$ cat src/rtl/cbc_pkg.sv
package cbc_pkg;

  typedef enum logic [2:0] {
    ST_IDLE   = 3'd0,
    ST_LOW    = 3'd1,
    ST_HIGH   = 3'd2,
    ST_DECIDE = 3'd3,
    ST_DONE   = 3'd4
  } cal_state_t;

  typedef enum logic [1:0] {
    STEP_UP   = 2'd0,
    STEP_DOWN = 2'd1,
    STEP_KEEP = 2'd2
  } verdict_t;

  // Four latched comparator results of one measurement cycle
  typedef struct packed {
    logic low_over;   // lower-target phase ended with voltage above high limit
    logic low_under;  // lower-target phase ended with voltage below low limit
    logic high_over;  // upper-target phase ended with voltage above high limit
    logic high_under; // upper-target phase ended with voltage below low limit
  } probe_set_t;

  // Band too slow wins over band too fast
  function automatic verdict_t judge(input probe_set_t p);
    if (p.low_over)        return STEP_UP;
    else if (p.high_under) return STEP_DOWN;
    else                   return STEP_KEEP;
  endfunction

endpackage

$ cat src/rtl/cbc_flag_sync.sv
module cbc_flag_sync #(
  parameter int W      = 2,
  parameter int STAGES = 2
) (
  input  logic         clk,
  input  logic         rst_n,
  input  logic [W-1:0] din,
  output logic [W-1:0] dout
);

  generate
    if (STAGES == 0) begin : g_bypass
      assign dout = din;
    end else begin : g_chain
      logic [W-1:0] pipe [STAGES];
      always_ff @(posedge clk) begin
        if (!rst_n) begin
          for (int i = 0; i < STAGES; i++) pipe[i] <= '0;
        end else begin
          pipe[0] <= din;
          for (int i = 1; i < STAGES; i++) pipe[i] <= pipe[i-1];
        end
      end
      assign dout = pipe[STAGES-1];
    end
  endgenerate

endmodule

$ cat src/rtl/cbc_phase_timer.sv
module cbc_phase_timer #(
  parameter int PHASE_TICKS = 128
) (
  input  logic clk,
  input  logic rst_n,
  input  logic clear,
  input  logic tick,
  output logic phase_end
);

  localparam int CW = (PHASE_TICKS > 1) ? $clog2(PHASE_TICKS) : 1;
  localparam logic [CW-1:0] LAST = CW'(PHASE_TICKS - 1);

  logic [CW-1:0] cnt;

  always_ff @(posedge clk) begin
    if (!rst_n)      cnt <= '0;
    else if (clear)  cnt <= '0;
    else if (tick)   cnt <= (cnt == LAST) ? '0 : cnt + 1'b1;
  end

  assign phase_end = !clear && tick && (cnt == LAST);

endmodule

$ cat src/rtl/cbc_result_store.sv
module cbc_result_store
  import cbc_pkg::*;
(
  input  logic       clk,
  input  logic       rst_n,
  input  logic       cap_low,
  input  logic       cap_high,
  input  logic       over,
  input  logic       under,
  output probe_set_t probes
);

  always_ff @(posedge clk) begin
    if (!rst_n) begin
      probes <= '0;
    end else begin
      if (cap_low) begin
        probes.low_over  <= over;
        probes.low_under <= under;
      end
      if (cap_high) begin
        probes.high_over  <= over;
        probes.high_under <= under;
      end
    end
  end

endmodule

$ cat src/rtl/cbc_band_reg.sv
module cbc_band_reg #(
  parameter int BAND_W     = 3,
  parameter int START_CODE = 0
) (
  input  logic              clk,
  input  logic              rst_n,
  input  logic              step_up,
  input  logic              step_down,
  output logic [BAND_W-1:0] band
);

  localparam logic [BAND_W-1:0] TOP_CODE  = {BAND_W{1'b1}};
  localparam logic [BAND_W-1:0] BASE_CODE = '0;
  localparam logic [BAND_W-1:0] INIT_CODE = BAND_W'(START_CODE);

  always_ff @(posedge clk) begin
    if (!rst_n)                                 band <= INIT_CODE;
    else if (step_up   && band != TOP_CODE)     band <= band + 1'b1;
    else if (step_down && band != BASE_CODE)    band <= band - 1'b1;
  end

endmodule

$ cat src/rtl/coarse_band_cal.sv
module coarse_band_cal
  import cbc_pkg::*;
#(
  parameter int BAND_W      = 3,
  parameter int PHASE_TICKS = 128,
  parameter int START_CODE  = 0,
  parameter int SYNC_STAGES = 2
) (
  input  logic              clk,
  input  logic              rst_n,
  input  logic              ref_tick,
  input  logic              enable,
  input  logic              recal,
  input  logic              v_over_hi,
  input  logic              v_under_lo,
  output logic [BAND_W-1:0] band,
  output logic              target_hi,
  output logic              ok
);

  cal_state_t state, state_nx;
  logic [1:0] flags_s;
  logic       phase_end, timer_clr, measuring, restart;
  probe_set_t probes;
  verdict_t   verdict;

  cbc_flag_sync #(.W(2), .STAGES(SYNC_STAGES)) u_sync (
    .clk(clk), .rst_n(rst_n),
    .din({v_over_hi, v_under_lo}), .dout(flags_s)
  );

  assign measuring = (state == ST_LOW) || (state == ST_HIGH);
  assign restart   = !enable || (recal && state != ST_IDLE);
  assign timer_clr = !measuring || restart;

  cbc_phase_timer #(.PHASE_TICKS(PHASE_TICKS)) u_timer (
    .clk(clk), .rst_n(rst_n), .clear(timer_clr),
    .tick(ref_tick), .phase_end(phase_end)
  );

  cbc_result_store u_store (
    .clk(clk), .rst_n(rst_n),
    .cap_low (phase_end && state == ST_LOW),
    .cap_high(phase_end && state == ST_HIGH),
    .over(flags_s[1]), .under(flags_s[0]),
    .probes(probes)
  );

  assign verdict = judge(probes);

  cbc_band_reg #(.BAND_W(BAND_W), .START_CODE(START_CODE)) u_band (
    .clk(clk), .rst_n(rst_n),
    .step_up  (!restart && state == ST_DECIDE && verdict == STEP_UP),
    .step_down(!restart && state == ST_DECIDE && verdict == STEP_DOWN),
    .band(band)
  );

  always_comb begin
    state_nx = state;
    if (!enable) begin
      state_nx = ST_IDLE;
    end else if (recal) begin
      state_nx = ST_LOW;
    end else begin
      case (state)
        ST_IDLE:   state_nx = ST_LOW;
        ST_LOW:    if (phase_end) state_nx = ST_HIGH;
        ST_HIGH:   if (phase_end) state_nx = ST_DECIDE;
        ST_DECIDE: state_nx = (verdict == STEP_KEEP) ? ST_DONE : ST_LOW;
        ST_DONE:   state_nx = ST_DONE;
        default:   state_nx = ST_IDLE;
      endcase
    end
  end

  always_ff @(posedge clk) begin
    if (!rst_n) state <= ST_IDLE;
    else        state <= state_nx;
  end

  assign target_hi = (state == ST_HIGH);
  assign ok        = (state == ST_DONE);

endmodule

$ cat config.mk
export PLATFORM = sky130hd
export DESIGN_NAME = coarse_band_cal
export DESIGN_NICKNAME = d
export VERILOG_FILES = /design/src/rtl/cbc_pkg.sv /design/src/rtl/cbc_flag_sync.sv /design/src/rtl/cbc_phase_timer.sv /design/src/rtl/cbc_result_store.sv /design/src/rtl/cbc_band_reg.sv /design/src/rtl/coarse_band_cal.sv
export SDC_FILE = /design/constraint.sdc
export NUM_CORES = 1
export LEC_CHECK = 0
export BUFFER_PORTS_ARGS = -buffer_cell sky130_fd_sc_hd__buf_2
export CORE_ASPECT_RATIO = 1.2
export CORE_MARGIN = 2
export CORE_UTILIZATION = 54
export DETAILED_ROUTE_END_ITERATION = 8
export HOLD_SLACK_MARGIN = 0.03
export PLACE_DENSITY = 0.76
export SETUP_SLACK_MARGIN = 0.4
export SYNTH_ARGS = -nofsm -noshare
export SYNTH_HDL_FRONTEND = slang
export SYNTH_SLANG_ARGS = --single-unit
export TNS_END_PERCENT = 30
$ cat constraint.sdc
create_clock -name clk -period 2.3 [get_ports clk]
set_input_delay 0.345 -clock clk [delete_from_list [all_inputs] [get_ports clk]]
set_output_delay 0.345 -clock clk [all_outputs]
set_load 0.02 [all_outputs]
== Word-level counts from Yosys, hierarchy flattened ==
Memories as Yosys holds them, arrays and structs flattened.
Cells that the tools add are included.
Widths: inputs -> output; s select.
Storage, ports and cells
  flip-flop bits (word level): 15
  memory bits (writable): 4
  memories kept: 1
Operators by class
  $add $sub $neg: 3
  equality and inequality tests: 12
  muxes and demuxes: 14
  bitwise operators: 4
  reductions and logical operators: 27
Memory list
  u_sync.g_chain.pipe: depth 2, bits a word 2, read ports 2, clocked after memory_dff 0, wr ports 2, RTL line cbc_flag_sync.sv:15  | logic [W-1:0] pipe [STAGES];
Operators by type and width (count)
  $mux 3: 5
  $pmux 3 s5: 1
  $logic_and 1x1->1: 10
  $mux 2: 4
  $add 7x1->7 const B: 1
  $eq 7x7->1 const B: 1
  $mux 7: 1
  $eq 3x2->1 const B: 2
  $ne 3x3->1 const B: 2
  $reduce_and 2->1: 3
  $reduce_bool 3->1: 2
  $logic_not 1->1: 4
  $add 3x1->3 const B: 1
  $eq 3x1->1 const B: 1
  $eq 3x3->1 const B: 1
  $logic_not 3->1: 1
  $logic_or 1x1->1: 3
  $mux 1: 3
  $ne 3x2->1 const B: 1
  $reduce_or 3->1: 1
  $sub 3x1->3 const B: 1
  $eq 2x1->1 const B: 1
  $eq 2x2->1 const B: 1
  $logic_not 2->1: 1
  other kinds (6): 8

== Longest topological paths before layout ==
Gate-level depths: netlist (run 1).
  word-level depth: 10
  depth in mapped cells: 7
  mapped depth without buffers: 7

== Modules after synthesis ==
Synthesis (run 1) repeated with hierarchy kept, for this count alone.
Second synthesis, totals
  cells, all modules: 118
  area total of the unflattened synthesis: 1081.0 µm²
By module, submodules not included
  cbc_phase_timer: times used 1, cells each 38, area an instance 332.8 µm², sequential area each 140.1 µm²
  cbc_band_reg: times used 1, cells each 33, area an instance 265.3 µm², sequential area each 60.1 µm²
  coarse_band_cal: times used 1, cells each 25, area an instance 217.7 µm², sequential area each 60.1 µm²
  cbc_result_store: times used 1, cells each 12, area an instance 145.1 µm², sequential area each 80.1 µm²
  cbc_flag_sync: times used 1, cells each 10, area an instance 120.1 µm², sequential area each 80.1 µm²

== Least setup slack after synthesis (run 1) ==
Ideal clock, no wire load.
  path type: input-to-reg
  from: input port enable
  to: register u_band.band[2]
  arrival: 1.683 ns
  data required time: 2.224 ns
  slack: 0.541 ns
  stages: 7
  buffers on the path: 0
  cell sequence: nor2b_1 > nand4_1 > fa_1 > nor2_1 > a22oi_1 > or3_1 > a21boi_0
On the way
  longest elaborated chain between the ends: 7
  elaborated cells on any way between the ends: 10
RTL lines
  start, declared: RTL line coarse_band_cal.sv:12  | input logic enable,
  $logic_not 1->1 *
  $logic_or 1x1->1 *: RTL line coarse_band_cal.sv:33  | assign restart = !enable || (recal && state != ST_IDLE);
  $logic_not 1->1 *: RTL line coarse_band_cal.sv:53, coarse_band_cal.sv:54
  $logic_and 1x1->1 *: RTL line coarse_band_cal.sv:53, coarse_band_cal.sv:54
  $logic_and 1x1->1, on equally long branches: RTL line coarse_band_cal.sv:53, coarse_band_cal.sv:54
  $logic_and 1x1->1, on equally long branches: RTL line cbc_band_reg.sv:18, cbc_band_reg.sv:19
  $mux 3 / $reduce_bool 2->1 (equally long branches)
  end signal, assigned: RTL line cbc_band_reg.sv:18  | else if (step_up && band != TOP_CODE) band <= band + 1'b1;
  end signal, assigned: RTL line cbc_band_reg.sv:19  | else if (step_down && band != BASE_CODE) band <= band - 1'b1;
  end, declared: RTL line cbc_band_reg.sv:9  | output logic [BAND_W-1:0] band
Every way passes the cells marked *; elsewhere a longest branch is shown, timed or not.
A chain may end at the register's enable or synchronous reset.

== Worst setup path in the final report (run 1) ==
  from: register state[2]
  to: register u_band.band[2]
On the way
  longest elaborated chain between the ends: 8
  elaborated cells on any way between the ends: 12
RTL lines
  start, declared: RTL line coarse_band_cal.sv:21  | cal_state_t state, state_nx;
  start signal, assigned: RTL line coarse_band_cal.sv:78  | else state <= state_nx;
  $reduce_bool 3->1: RTL line coarse_band_cal.sv:33
  $logic_and 1x1->1: RTL line coarse_band_cal.sv:33
  $logic_or 1x1->1: RTL line coarse_band_cal.sv:33
  $logic_not 1->1: RTL line coarse_band_cal.sv:53, coarse_band_cal.sv:54
  $logic_and 1x1->1 *: RTL line coarse_band_cal.sv:53, coarse_band_cal.sv:54
  $logic_and 1x1->1, on equally long branches: RTL line coarse_band_cal.sv:53, coarse_band_cal.sv:54
  $logic_and 1x1->1, on equally long branches: RTL line cbc_band_reg.sv:18, cbc_band_reg.sv:19
  $mux 3 / $reduce_bool 2->1 (equally long branches)
Marked as above.

==> out/summary.txt, run 1 <==
final hold vios: 0
crit path DAT: 2050 ps
Switching Share: 22.3%
max_cap viols: 0
r2r endpoint: u_band.band[2]
fin crit period: 1820 ps
CP endpoint: u_band.band[2]
Layout Area Growth over Synthesis: 14.9%
share of layout cells above drive strength 1: 23.2%
clock network fraction of design power: 31.5%
Placed Cells: 125
Psw: 0.117 mW
RSZ-0062 raised after global routing: true
DRT Pass-1 Iters: 4
Die X: 40.7 µm
initial antenna violation count: 0
Seq/Total Area, Yosys: 43.6%
Setup CP Type: flop to flop
vias per inst: 5.67
synthesized flop and latch total: 19
share of the synthesized area in the top cell type: 43.6%
post-layout util: 67.7%
CTS buffer count: 3
clock skew: 6.67 ps
slew margin rel.: 70.1%
root buffer cell: clkbuf_4
routed length per placed instance: 12.4 µm
Peak VDD IR: 0.000312 V
first-pass GRT wire length: 2.64 mm
clk sinks: 19
fill cell count: 118
worst slew pin tran: 448 ps
HP Class: input pin to flop
post-route ant nets: 0
Core Region: 1480 µm²
Worst Hold Slack: 258 ps
sequential power share: 63.6%
FF-to-FF setup slack: 480 ps
Final nets: 122
Worst-path clk slew: 110 ps
Antenna Cells: 0
overflow left after global routing: 0
Worst Path Required: 2540 ps
Buffers on Ports: 11
largest net degree at the start of global routing: 16
Comb pwr share: 5.0%
DRC violations left: 0
FF-to-FF path depth: 7
status: complete, no violations
post-CTS setup buffer count: 0
yosys synthesis warning count: 0
setup violators final: 0
die height: 48.1 µm
Total GRT Usage: 20.2%
row count: 15
CTS tree: yes
CP Capture Type: flop
vias in the first global route: 655
I/O Pins: 12
Worst Setup SP: state[2]
gp weighted congestion: 0.776
fmax: 551 MHz
Total Die Area: 1960 µm²
count of different cell masters after synthesis: 33
Slew Viols, Final: 0
final wirelength: 1.60 mm
PwrDens: 525 nW/µm²
Synth Net Count: 106
via count: 732
area leader, netlist: dfxtp_1
worst r2r src: state[2]
clock buffer depth: 2
Starting Density: 58.9%
Skew-Pair Late Insertion Delay: 290 ps
Post-Layout Inst Area: 1000 µm²
post-synthesis cell area: 873 µm²
leakage: 0.378 nW
Initial DRC Count: 24
Post-DP Area: 953 µm²
synth top area cells: dfxtp_1, nor2_1, and2_1
# hold bufs at CTS: 0
htree depth: 1
Non-Filler Instances: 129
setup TNS: 0 ps
synthesized instance count: 97
internal power: 0.409 mW
Final Cycle Share: 79.0%
Avg Inst Size Synth: 9.00 µm²
Startpoint Class: flop
critical path fanouts, max: 7
HPWL Detailed: 1.23 mm
==> worst min path at each step <==
stage                                          from                         to  cells after the start
after floorplan           u_sync.g_chain.pipe[0][0]  u_sync.g_chain.pipe[0][2]                      1
after global placement    u_sync.g_chain.pipe[0][0]  u_sync.g_chain.pipe[0][2]                      1
after detailed placement  u_sync.g_chain.pipe[0][0]  u_sync.g_chain.pipe[0][2]                      1
after CTS                                v_under_lo  u_sync.g_chain.pipe[0][0]                      2
after global routing                     v_under_lo  u_sync.g_chain.pipe[0][0]                      2
final                                    v_under_lo  u_sync.g_chain.pipe[0][0]                      2
==> power by group through the flow <==
stage,combinational [mW],clock [mW],sequential (mW)
after floorplan,0.0140,0,0.343
after detailed placement,0.0257,0,0.343
after global routing,0.0292,0.185,0.335
after global placement,0.0252,0,0.343
after CTS,0.0258,0.173,0.336
final,0.0262,0.166,0.335
==> layout make-up <==
type / count / area [µm²] / area share [%]
Clock inverter: 1 / 5.00 / 0.499
Sequential cell: 19 / 387 / 38.5
Clock buffer: 3 / 22.5 / 2.24
Multi-Input combinational cell: 76 / 502 / 50.0
Timing Repair Buffer: 12 / 62.6 / 6.23
Inverter: 1 / 3.75 / 0.374
Tap cell: 17 / 21.3 / 2.12
==> synthesized netlist by cell type <==
| cell | number |
|---|---|
| dfxtp_1 | 19 |
| o211ai_1 | 2 |
| and2_1 | 6 |
| xnor2_1 | 4 |
| ha_1 | 1 |
| o31a_1 | 1 |
| clkbuf_1 | 1 |
| nand4bb_1 | 1 |
| or3_1 | 2 |
| or4_4 | 1 |
| inv_1 | 1 |
| nand4_1 | 3 |
| nand2_1 | 10 |
| a211oi_1 | 2 |
| nand2b_1 | 1 |
| nor2_1 | 11 |
| a22oi_1 | 1 |
| nor2b_1 | 1 |
| a21boi_0 | 1 |
| and3b_1 | 1 |
| or3b_1 | 1 |
| o21ai_0 | 4 |
| nor3b_1 | 2 |
| a41o_1 | 1 |
| a21oi_1 | 6 |
| nand4_2 | 1 |
| fa_1 | 1 |
| o21bai_1 | 1 |
| xor2_1 | 3 |
| o2111ai_1 | 1 |
| nor4_1 | 1 |
| o31ai_1 | 1 |
| nand3_1 | 4 |
==> flip-flops by register name, indices dropped and copies added, names as in the netlist <==
register             count
u_sync.g_chain.pipe      4
u_store.probes           2
u_timer.cnt              7
u_band.band              3
state                    3
==> per-stage QoR <==
| step | worst slack [ps] | total power, mW |
|---|---|---|
| after floorplan | 541 | 0.357 |
| after global placement | 469 | 0.368 |
| after detailed placement | 415 | 0.369 |
| after CTS | 422 | 0.535 |
| after global routing | 324 | 0.549 |
| final | 484 | 0.527 |
==> cells by family after synthesis <==
| family | Yosys count | synth area share [%] |
|---|---|---|
| DFF | 19 | 43.6 |
| and+or+nand+nor | 46 | 29.1 |
| buffers and inverters | 2 | 0.859 |
| xor gates and xnor gates | 7 | 7.02 |
| adders and majority gates | 2 | 3.72 |
| AOI/OAI and AO/OA | 21 | 15.8 |
==> critical path, stage by stage, from the launching register on <==
cell and delay (ps):
dfxtp_4 380, and3b_2 270, nand4_1 130, fa_2 390
nor2_2 90, a22oi_2 60, or3_1 310, a21boi_1 120
==> per-layer routing <==
metal  wire length [µm]  global-route usage, %  vias up
met5                  0                      0        -
met4                 13                   10.0        0
met3                 59                   2.79        2
met2                827                   37.1       16
met1                697                   21.8      336
li1                   -                      -      378
==> placed cells by master (no fill, tap or decap), drive strengths merged <==
master	Yosys	layout
dfxtp	19	19
buf	0	12
nor2	11	11
nand2	10	10
a21oi	6	6
and2	6	6
nand3	4	4
xnor2	4	4
nand4	4	4
o21ai	4	4
xor2	3	3
clkbuf	1	3
nor3b	2	2
o211ai	2	2
or3	2	2
a211oi	2	2
inv	1	1
nor2b	1	1
and3b	1	1
nand4bb	1	1
o21bai	1	1
nand2b	1	1
o31a	1	1
o2111ai	1	1
or3b	1	1
or4	1	1
a22oi	1	1
a21boi	1	1
nor4	1	1
a41o	1	1
o31ai	1	1
fa	1	1
ha	1	1
clkinv	0	1
==> what timing repair did <==
item / 4_1_cts / 5_1_grt
endpoints found under the hold margin: 0 / 0
setup endpoints to repair: 1 / 3
resized for setup: 3 / 8
pin swaps: 0 / 3
(Power assumes the default switching activity.)
==> inputs of run 2 (changes only) <==
clock period = 1.71 ns   (was 2.3 ns; I/O delays follow)
==> run 2 against run 1 <==
  * Utilization up 18 points
  * Wire length up 47%
  * Count of clock-buffer cells in the layout unchanged
  * Via count up 19%
  * Non-clock buffer count up 20
  * Power up 40%
  * Final cell count up 16%
==> out/summary.txt, run 2 (synthesis gave the netlist of run 1 again) <==
commonest cells after routing, fill and taps aside: buf_4, dfxtp_1, nor2_1 (was dfxtp_1, buf_2, nor2_1, nand2_1)
Placed Cells: 137 (was 125)
critical path's largest stage delay: 350 ps (was 390 ps)
Worst Path Required: 1950 ps (was 2540 ps)
pre-CTS WS: -59.5 ps (was 415 ps)
HP Start: v_over_hi (was v_under_lo)
Skew-Pair Late Insertion Delay: 300 ps (was 290 ps)
Final nets: 142 (was 122)
clock skew: 2.80 ps (was 6.67 ps)
FF-to-FF setup slack: 20 ps (was 480 ps)
Non-Filler Instances: 149 (was 129)
routed length per placed instance: 15.8 µm (was 12.4 µm)
commonest non-fill, non-tap cell in the layout: buf_4 (was dfxtp_1)
worst r2r src: state[2] (unchanged)
CP cell instances: and3b_2 -> nand4_1 -> fa_2 -> nor2_1 -> a22oi_1 -> or3_1 -> a21boi_1 (was and3b_2 -> nand4_1 -> fa_2 -> nor2_2 -> a22oi_2 -> or3_1 -> a21boi_1)
vias per inst: 5.86 (was 5.67)
Final Cycle Share: 99.1% (was 79.0%)
clock buffer depth: 2 (unchanged)
post-route ant nets: 0 (unchanged)
initial antenna violation count: 0 (unchanged)
Die X: 40.7 µm (unchanged)
Slew Viols, Final: 0 (unchanged)
worst slew pin tran: 325 ps (was 448 ps)
largest register by flop count: u_timer.cnt (unchanged)
Total GRT Usage: 26.7% (was 20.2%)
crit path buf inv count: 0 (unchanged)
final wirelength: 2.35 mm (was 1.60 mm)
CTS buffer count: 3 (unchanged)
RSZ-0062 raised after global routing: true (unchanged)
Slowest-stage cell, CP: dfxtp_2 (was fa_2)
Worst-path clk slew: 110 ps (about the same)
PwrDens: 585 nW/µm² (was 525 nW/µm²)
DRC violations left: 0 (unchanged)
Startpoint Class: flop (unchanged)
Peak VDD IR: 0.000653 V (was 0.000312 V)
critical path fanouts, max: 3 (was 7)
Total Die Area: 1960 µm² (unchanged)
Layout Area Growth over Synthesis: 44.7% (was 14.9%)
root buffer cell: clkbuf_4 (unchanged)
Tot Pwr: 0.740 mW (was 0.527 mW)
r2r endpoint: u_band.band[2] (unchanged)
Worst Hold Slack: 157 ps (was 258 ps)
row count: 15 (unchanged)
htree depth: 1 (unchanged)
DRT Pass-1 Iters: 4 (unchanged)
Setup CP Type: flop to flop (unchanged)
post-layout util: 85.2% (was 67.7%)
first-pass GRT wire length: 3.41 mm (was 2.64 mm)
max FFs per register: 7 (unchanged)
HPWL Detailed: 1.52 mm (was 1.23 mm)
gp weighted congestion: 0.828 (was 0.776)
max_cap viols: 0 (unchanged)
die height: 48.1 µm (unchanged)
crit path DAT: 1940 ps (was 2050 ps)
leakage: 0.492 nW (was 0.378 nW)
I/O Pins: 12 (unchanged)
Post-Layout Inst Area: 1260 µm² (was 1000 µm²)
Core Region: 1480 µm² (unchanged)
largest net degree at the start of global routing: 16 (unchanged)
share of layout cells above drive strength 1: 43.2% (was 23.2%)
WHS Endpoint: u_sync.g_chain.pipe[0][1] (was u_sync.g_chain.pipe[0][0])
Post-DP Area: 1060 µm² (was 953 µm²)
HP Class: input pin to flop (unchanged)
fmax: 590 MHz (was 551 MHz)
CTS tree: yes (unchanged)
status: complete, no violations (unchanged)
Initial DRC Count: 27 (was 24)
fin crit period: 1690 ps (was 1820 ps)
setup ws final: 15.8 ps (was 484 ps)
FF-to-FF path depth: 7 (unchanged)
biggest regs: u_timer.cnt: 7 flops, u_sync.g_chain.pipe: 4 flops (unchanged)
via count: 873 (was 732)
Starting Density: 58.9% (unchanged)
overflow left after global routing: 0 (unchanged)
Buffers on Ports: 11 (unchanged)
Worst Hold Depth: 2 (unchanged)
# hold bufs at CTS: 0 (unchanged)
clk sinks: 19 (unchanged)
CP Capture Type: flop (unchanged)
final hold vios: 0 (unchanged)
vias in the first global route: 801 (was 655)
setup TNS: 0 ps (unchanged)
Antenna Cells: 0 (unchanged)
delay-heaviest family, CP: simple AND/OR/NAND/NOR gates (unchanged)
setup violators final: 0 (unchanged)
slew margin rel.: 78.3% (was 70.1%)
-- run 2: cell count changes in the layout (fill, tap and decap cells not counted), sizes merged --
cell | previous run | this run
buf | 12 | 32
-- run 2: power breakdown --
group | internal (mW) | switching, mW
logic | 0.0274 | 0.0288
clock network | 0.0871 | 0.145
registers | 0.449 | 0.00253
total | 0.563 | 0.177
-- run 2: layout make-up --
| type | instances | area [µm²] |
|---|---|---|
| Clock inverter | 1 | 5.00 |
| Tap cell | 17 | 21.3 |
| Multi-Input combinational cell | 76 | 588 |
| Sequential cell | 19 | 387 |
| Fill cell | 96 | 219 |
| Clock buffer | 3 | 22.5 |
| Inverter | 1 | 3.75 |
| Timing Repair Buffer | 32 | 236 |
-- run 2: repair_timing --
action	CTS	global route
resized for setup	9	18
setup endpoints to repair	13	16
pin swaps	6	7
setup buffers	5	3
cloned	0	0
endpoints found under the hold margin	0	0
-- run 2: routing by layer --
metal	up-vias	global-route usage (%)	wire, µm
li1	418	-	-
met1	416	25.8	980
met2	25	48.9	1150
met3	14	6.51	103
met4	0	16.7	123
met5	-	0	0
-- run 2: how the worst max path moves through the flow --
stage | from | end | cells past startpoint
5_1_grt | state[2] | u_band.band[2] | 7
3_5_place_dp | recal | state[0] | 5
6_report | state[2] | u_band.band[2] | 7
4_1_cts | state[2] | u_band.band[2] | 7
2_1_floorplan | u_band.band[0] | u_band.band[2] | 7
3_3_place_gp | recal | state[0] | 5
==> inputs of run 3 (changes only) <==
CORE_ASPECT_RATIO = unset   (was 1.2)
CORE_UTILIZATION = 57   (was 54)
CTS_BUF_LIST = sky130_fd_sc_hd__clkbuf_4   (was unset)
PLACE_DENSITY = 0.79   (was 0.76)
==> run 3 against run 2 <==
  * The run now ends with setup timing left
  * Clock skew grew 5.0 ps
  * Sequential cell count unchanged
  * Largest cell class unchanged
  * Sequential share of layout area down 0.13 points
==> out/summary.txt, run 3 (synthesis gave the netlist of run 1 again) <==
status: complete, but fails checks (was complete, no violations)
violated checks: setup timing
routed length per placed instance: 18.0 µm (was 15.8 µm)
Worst Hold Slack: 138 ps (was 157 ps)
Worst Path Required: 1970 ps (was 1950 ps)
final wirelength: 2.59 mm (was 2.35 mm)
CTS buffer count: 3 (unchanged)
setup TNS: -78.8 ps (was 0 ps)
post-layout util: 87.1% (was 85.2%)
Total Die Area: 1860 µm² (was 1960 µm²)
fmax: 563 MHz (was 590 MHz)
Antenna Cells: 0 (unchanged)
CP Capture Type: flop (unchanged)
Startpoint Class: flop (unchanged)
setup ws final: -65.9 ps (was 15.8 ps)
largest net degree at the start of global routing: 16 (unchanged)
worst slew pin tran: 276 ps (was 325 ps)
HPWL Detailed: 1.35 mm (was 1.52 mm)
gp weighted congestion: 0.797 (was 0.828)
Total GRT Usage: 28.6% (was 26.7%)
# hold bufs at CTS: 0 (unchanged)
leakage: 0.491 nW (was 0.492 nW)
Multi-input gate area: 626 µm² (was 588 µm²)
largest register by flop count: u_timer.cnt (unchanged)
RSZ-0062 raised after global routing: true (unchanged)
register area: 390 µm² (was 387 µm²)
setup violators final: 2 (was 0)
Slew Viols, Final: 0 (unchanged)
crit path DAT: 2030 ps (was 1940 ps)
DRT Pass-1 Iters: 4 (unchanged)
biggest regs: u_timer.cnt: 7 flops, u_sync.g_chain.pipe: 4 flops (unchanged)
share of layout cells above drive strength 1: 48.4% (was 43.2%)
final hold vios: 0 (unchanged)
root buffer cell: clkbuf_4 (unchanged)
fin crit period: 1780 ps (was 1690 ps)
commonest cells after routing, fill and taps aside: buf_4, dfxtp_1, nand2_1, buf_2 (was buf_4, dfxtp_1, nor2_1)
post-route ant nets: 0 (unchanged)
die height: 43.1 µm (was 48.1 µm)
Final nets: 138 (was 142)
Worst Setup SP: state[2] (unchanged)
Initial DRC Count: 21 (was 27)
row count: 14 (was 15)
I/O Pins: 12 (unchanged)
Worst-path clk slew: 120 ps (was 110 ps)
vias in the first global route: 889 (was 801)
clk sinks: 19 (unchanged)
Core Region: 1470 µm² (was 1480 µm²)
fill cell count: 76 (was 96)
worst r2r src: state[2] (unchanged)
htree depth: 1 (unchanged)
Final Cycle Share: 104% (was 99.1%)
Setup CP Type: flop to flop (unchanged)
slew margin rel.: 81.5% (was 78.3%)
Die X: 43.1 µm (was 40.7 µm)
Peak VDD IR: 0.000553 V (was 0.000653 V)
max_cap viols: 0 (unchanged)
clock buffer depth: 2 (unchanged)
Starting Density: 59.4% (was 58.9%)
HP Class: input pin to flop (unchanged)
vias per inst: 6.22 (was 5.86)
FF-to-FF setup slack: -70 ps (was 20 ps)
critical path fanouts, max: 3 (unchanged)
CP endpoint: u_band.band[2] (unchanged)
first-pass GRT wire length: 3.87 mm (was 3.41 mm)
FF-to-FF path depth: 7 (unchanged)
PwrDens: 586 nW/µm² (was 585 nW/µm²)
via count: 895 (was 873)
Layout Area Growth over Synthesis: 46.7% (was 44.7%)
clock skew: 7.79 ps (was 2.80 ps)
max FFs per register: 7 (unchanged)
CTS tree: yes (unchanged)
overflow left after global routing: 0 (unchanged)
initial antenna violation count: 0 (unchanged)
Buffers on Ports: 11 (unchanged)
Worst Hold Depth: 2 (unchanged)
DRC violations left: 0 (unchanged)
r2r endpoint: u_band.band[2] (unchanged)
HP Start: v_under_lo (was v_over_hi)
commonest non-fill, non-tap cell in the layout: buf_4 (unchanged)
Skew-Pair Late Insertion Delay: 310 ps (was 300 ps)
-- run 3: area by class of cell --
type | count | share of cell area (%)
clock buffer | 3 | 1.76
clock inverter | 1 | 0.391
multi-input combinational | 76 | 48.8
sequential | 19 | 30.5
inverter | 1 | 0.293
timing repair buffer | 28 | 16.7
tap | 16 | 1.56
-- run 3: how the worst min path moves through the flow --
stage / end / slack [ps]
global placement: u_sync.g_chain.pipe[0][2] / 420
global route: u_sync.g_chain.pipe[0][0] / 140
floorplan: state[0] / 380
CTS: u_sync.g_chain.pipe[0][0] / 140
finish: u_sync.g_chain.pipe[0][0] / 140
detailed placement: u_store.probes[0] / 430
-- run 3: per-stage QoR --
| step | cells | area (µm²) | power (mW) | worst slack, ps |
|---|---|---|---|---|
| after floorplan | 97 | 888 | 0.481 | 23.7 |
| after global placement | 137 | 1060 | 0.502 | -27.2 |
| after detailed placement | 137 | 1060 | 0.505 | -96.0 |
| after CTS | 144 | 1220 | 0.742 | -17.7 |
| after global routing | 144 | 1280 | 0.773 | -125 |
| final | 144 | 1280 | 0.750 | -65.9 |
-- run 3: routing by layer --
metal  GRT usage, %  vias to the layer above  share of wire [%]
met2           44.5                       40                 48
met1           33.8                      431                 42
met4           24.2                        0                5.1
met3           4.26                       13                4.9
met5              0                        -                  0
li1               -                      411                  -
-- run 3: power by group --
group	internal (mW)	switching, mW
sequential	0.449	0.00249
combinational	0.0275	0.0312
clock	0.0876	0.153
-- run 3: repair_timing --
action	CTS	global route
setup endpoints to repair	13	13
pin swaps	10	13
gates cloned	0	0
setup buffers	3	0
gates resized for setup	26	15
-- run 3: critical path, stage by stage (launching register included) --
cell      delay, ps
dfxtp_2         360
and3b_2         240
nand4_1         120
fa_2            390
nor2_2          110
a22oi_2          70
or3_1           310
a21boi_1        120
